File: src/rtl/atten_pkg.sv
package atten_pkg;
  localparam int BASE_FRAMES = 4;

  typedef enum logic [1:0] {
    SPD_NORMAL = 2'd0,
    SPD_DOUBLE = 2'd1,
    SPD_QUAD   = 2'd2,
    SPD_RSVD   = 2'd3
  } speed_e;
endpackage

File: src/rtl/atten_ramp.sv
module atten_ramp
  import atten_pkg::*;
#(
  parameter int GW = 8
) (
  input  logic          clk_i,
  input  logic          rst_ni,
  input  logic          load_i,
  input  logic          frame_i,
  input  speed_e        speed_i,
  input  logic          mute_i,
  input  logic [GW-1:0] level_i,
  output logic [GW-1:0] gain_o
);
  localparam int CNT_W = $clog2(4 * BASE_FRAMES);

  logic [GW-1:0]    tgt;
  logic [CNT_W-1:0] lim;
  logic [CNT_W-1:0] cnt_q;
  logic [GW-1:0]    gain_q;

  assign tgt = mute_i ? '0 : level_i;

  always_comb begin
    unique case (speed_i)
      SPD_NORMAL: lim = CNT_W'(BASE_FRAMES - 1);
      SPD_DOUBLE: lim = CNT_W'(2 * BASE_FRAMES - 1);
      default:    lim = CNT_W'(4 * BASE_FRAMES - 1);
    endcase
  end

  always_ff @(posedge clk_i or negedge rst_ni) begin
    if (!rst_ni) begin
      gain_q <= '1;
      cnt_q  <= '0;
    end else if (load_i) begin
      gain_q <= tgt;
      cnt_q  <= '0;
    end else if (gain_q == tgt) begin
      cnt_q  <= '0;
    end else if (frame_i) begin
      if (cnt_q >= lim) begin
        cnt_q  <= '0;
        gain_q <= (gain_q < tgt) ? gain_q + GW'(1) : gain_q - GW'(1);
      end else begin
        cnt_q  <= cnt_q + CNT_W'(1);
      end
    end
  end

  assign gain_o = gain_q;
endmodule

File: src/rtl/atten_scale.sv
module atten_scale #(
  parameter int DW = 24,
  parameter int GW = 8
) (
  input  logic          clk_i,
  input  logic          rst_ni,
  input  logic [DW-1:0] smp_i,
  input  logic [GW-1:0] gain_i,
  output logic [DW-1:0] smp_o
);
  localparam int GMAX = (1 << GW) - 1;
  // shift is a multiple of GW so that (2^SH - 1) / GMAX is exact
  localparam int SH   = ((DW + 2 * GW) / GW) * GW;
  localparam int PW   = DW + GW;
  localparam int WW   = PW + SH;
  localparam logic [SH-1:0] RECIP = {SH{1'b1}} / SH'(GMAX);
  localparam logic [WW-1:0] HALF  = WW'(1) << (SH - 1);

  logic          neg;
  logic [DW-1:0] mag;
  logic [PW-1:0] prod;
  logic [WW-1:0] wide;
  logic [DW-1:0] q;
  logic          unused_bits;

  assign neg  = smp_i[DW-1];
  assign mag  = neg ? (~smp_i + DW'(1)) : smp_i;
  assign prod = PW'(mag) * PW'(gain_i);
  assign wide = WW'(prod) * WW'(RECIP) + HALF;
  assign q    = wide[SH +: DW];
  assign unused_bits = ^{wide[SH-1:0], wide[WW-1:SH+DW]};

  always_ff @(posedge clk_i or negedge rst_ni) begin
    if (!rst_ni) smp_o <= '0;
    else         smp_o <= neg ? (~q + DW'(1)) : q;
  end
endmodule

File: src/rtl/soft_ramp_atten.sv
module soft_ramp_atten
  import atten_pkg::*;
#(
  parameter int DW = 24,
  parameter int GW = 8
) (
  input  logic          clk_i,
  input  logic          rst_ni,
  input  logic          frame_i,
  input  logic [1:0]    speed_i,
  input  logic          mute_i,
  input  logic [GW-1:0] level_l_i,
  input  logic [GW-1:0] level_r_i,
  input  logic [DW-1:0] smp_l_i,
  input  logic [DW-1:0] smp_r_i,
  output logic [DW-1:0] smp_l_o,
  output logic [DW-1:0] smp_r_o
);
  localparam int NUM_CH = 2;

  logic          load_q;
  speed_e        speed;
  logic [GW-1:0] level  [NUM_CH];
  logic [DW-1:0] smp_in [NUM_CH];
  logic [DW-1:0] smp_out[NUM_CH];
  logic [GW-1:0] gain_q [NUM_CH];

  assign speed     = speed_e'(speed_i);
  assign level[0]  = level_l_i;
  assign level[1]  = level_r_i;
  assign smp_in[0] = smp_l_i;
  assign smp_in[1] = smp_r_i;
  assign smp_l_o   = smp_out[0];
  assign smp_r_o   = smp_out[1];

  // one-shot direct load of the gains after reset
  always_ff @(posedge clk_i or negedge rst_ni) begin
    if (!rst_ni) load_q <= 1'b1;
    else         load_q <= 1'b0;
  end

  for (genvar ch = 0; ch < NUM_CH; ch++) begin : g_ch
    atten_ramp #(.GW(GW)) i_ramp (
      .clk_i   (clk_i),
      .rst_ni  (rst_ni),
      .load_i  (load_q),
      .frame_i (frame_i),
      .speed_i (speed),
      .mute_i  (mute_i),
      .level_i (level[ch]),
      .gain_o  (gain_q[ch])
    );

    atten_scale #(.DW(DW), .GW(GW)) i_scale (
      .clk_i  (clk_i),
      .rst_ni (rst_ni),
      .smp_i  (smp_in[ch]),
      .gain_i (gain_q[ch]),
      .smp_o  (smp_out[ch])
    );
  end
endmodule

File: config.mk
export PLATFORM = sky130hd
export DESIGN_NAME = soft_ramp_atten
export DESIGN_NICKNAME = d
export VERILOG_FILES = /design/src/rtl/atten_pkg.sv /design/src/rtl/atten_ramp.sv /design/src/rtl/atten_scale.sv /design/src/rtl/soft_ramp_atten.sv
export SDC_FILE = /design/constraint.sdc
export NUM_CORES = 1
export LEC_CHECK = 0
export CORE_MARGIN = 1
export CORE_UTILIZATION = 55
export CTS_CLUSTER_DIAMETER = 150
export CTS_CLUSTER_SIZE = 16
export DETAILED_ROUTE_END_ITERATION = 8
export PLACE_DENSITY_LB_ADDON = 0.3
export SLEW_MARGIN = 0
export SYNTH_ARGS = -nofsm -noshare
export SYNTH_HDL_FRONTEND = slang
export SYNTH_SLANG_ARGS = --single-unit
File: constraint.sdc
create_clock -name clk_i -period 12.9 [get_ports clk_i]
set_clock_uncertainty 0.1 [all_clocks]
set_input_delay 2.58 -clock clk_i [delete_from_list [all_inputs] [get_ports clk_i]]
set_output_delay 2.58 -clock clk_i [all_outputs]
set_load 0.05 [all_outputs]
==> out/results.tsv <==
metric	value	unit
status	finished with violations	
violations	negative setup slack	
path_common_cell	fa_1	
io_buffers	117	
clkLatencyLatePin	380	ps
cp_num_buf_inv	9	
post_drt_wl_per_cell	19.4	um
crit_path_top_delay_cell	fa_1	
vias	28600	
cts_root_buf	clkbuf_16	
finalWorstSetupSlack	-913	ps
htree_levels	3	
grt_overflow	0	
netlist_area	28100	um^2
grt_max_degree	74	
ys_seq_area_share	6.57	%
critPathKind	input pin to flip-flop	
grt_util_all_layers	35.5	%
synth_cells	3286	
finalHoldViolations	0	
yosys_register_bits	73	
clockBufferDepth	2	
worstSetupStartpointType	input pin	
place_ws	-1920	ps
via_per_inst	5.82	
synth_warnings	0	
drtPass1Iterations	6	
synth_area_leaders	ha_1 (24%), fa_1 (23%), inv_1 (6.2%)	
yosys-top-cells-count	ha_1 (536), inv_1 (461), fa_1 (330)	
yosysTopAreaCellShare	23.9	%
ant_nets	0	
area_growth	42.5	%
place_inst	4767	
reg2reg_slack	1250	ps
grt_pass1_wl	151	mm
yosys_most_used_dff	dfrtp_1	
cp-end-kind	flip-flop	
fin_area	40100	um^2
cp.arrival	14030	ps
maxCapViolCount	0	
ys_types	83	
finalSetupViolations	36	
core_area	50300	um^2
first_global_vias	30500	
die_h	228	um
ios	118	
critPathMaxFanout	7	
initial_utilization	55.9	%
async_flop_share	100	%
rsz0062_at_grt	yes	
crit_family	adder cells	
place_congestion	1.03	
routed_wl	95.2	mm
syn-num-nets	4222	
finalCritPeriodShare	107	%
die-area	52000	um^2
clock_sinks	73	
synth.most_common_cell	ha_1	
syn_avg_cell_area	8.56	um^2
placed_cell_area	36900	um^2
drcViolationCount	0	
layoutNonFillerInstCount	4905	
cts_tree	done	
path_clk_slew	90	ps
fin_crit	13810	ps
fp.dieW	228	um
slowest_delay	610	ps
nets	5163	
numCtsBuffers	9	
hp-class	flip-flop to flip-flop	
final_util	79.7	%
drive_gt1_share	33.2	%
report.final.slew_viol_count	0	
slew_headroom	21.8	%
grt_antenna_before_repair	1	
synth_edf_count	0	
synth_area_leader_cell	ha_1	
dp_hpwl	75.3	mm
nFillCells	3066	
row_count	82	
drtIter0Drc	1664	
fmax	72.4	MHz
worst_pin_slew	1160	ps
cp.required	13120	ps
-- per-layer routing --
metal / vias up / GRT usage [%] / wire length, um
li1: 13000 / - / -
met1: 14000 / 40.5 / 35800
met2: 1128 / 65.7 / 49700
met3: 404 / 3.59 / 4450
met4: 2 / 17.6 / 5170
met5: - / 0 / 11
-- per-stage QoR --
step                setup TNS [ps]  hold WS, ps
finish                      -17270          476
global route                -32100          520
CTS                         -11270          474
detailed placement          -59430          457
global placement            -48070          432
floorplan                    -3010          412
-- state kept, by name, summed over array words and instances, names as in the netlist --
| name | count |
|---|---|
| g_ch.i_ramp.gain_o | 16 |
| g_ch.i_ramp.cnt_q | 8 |
| load_q | 1 |
| g_ch.i_scale.smp_o | 48 |
-- area by class of cell --
class	count	area, um^2	share of cell area [%]
Multi-Input combinational cell	2674	27400	68.4
Antenna cell	1	2.50	0.00624
Timing Repair Buffer	1008	7950	19.8
Clock inverter	7	82.6	0.206
Clock buffer	9	225	0.562
Inverter	461	1730	4.32
Sequential cell	73	1850	4.61
Tap cell	672	841	2.10
-- worst reg2reg max path, delay by kind of cell, from the launching register on --
kind	cells	cell delay, ps
flops	1	390
simple gates	9	2580
xor+xnor	3	400
mux	1	210
compound gates	10	1700
buf+inv	7	1440
fa+ha+maj	11	4770
-- timing repair --
item,CTS,global route
hold buffers,0,0
pin swaps,204,137
gates resized for setup,340,134
buffers inserted,88,35
endpoints found under the setup margin,47,46
-- logic make-up (layout without fill, tap and decap cells) --
kind of cell,count (synthesis),count (layout),share of synthesized area (%)
XOR/XNOR,187,187,5.82
AND/OR/NAND/NOR,1008,1008,18.4
other,1,2,0.0133
flip-flops,73,73,6.57
multiplexers,19,19,0.699
adder cells (fa/ha/maj),867,867,47.4
AO/OA/AOI/OAI,592,592,13.9
buffers and inverters,539,1485,7.26
-- placed cells by master, fill, tap and decap left out, types with 45 or more instances in the layout --
master	count
xor2_1	61
inv_1	439
clkdlybuf4s50_1	85
nor2b_1	163
fa_1	306
nand2_1	163
xnor2_1	81
nand2b_1	79
nor2_1	266
nand3_1	45
a21oi_1	129
ha_4	84
and2_1	45
o21ai_0	62
dfrtp_1	56
buf_4	859
a21o_1	84
ha_1	440
-- worst paths after layout --
| path | from | endpoint | cells after the start |
|---|---|---|---|
| min in group asynchronous | rst_ni | g_ch[0].i_scale.smp_o[5] | 1 |
| worst max-delay path | smp_l_i[3] | g_ch[0].i_scale.smp_o[23] | 48 |
| max in group asynchronous | rst_ni | g_ch[0].i_ramp.cnt_q[2] | 1 |
| worst min register to register | g_ch[0].i_ramp.cnt_q[3] | g_ch[0].i_ramp.cnt_q[3] | 2 |
| worst min-delay path | g_ch[0].i_ramp.cnt_q[3] | g_ch[0].i_ramp.cnt_q[3] | 2 |
| worst max register to register | g_ch[0].i_ramp.gain_o[4] | g_ch[0].i_scale.smp_o[23] | 41 |
Power is left out: the tool's default activity adds up to more than one toggle a clock period on the data nets, which glitch-free logic cannot reach.
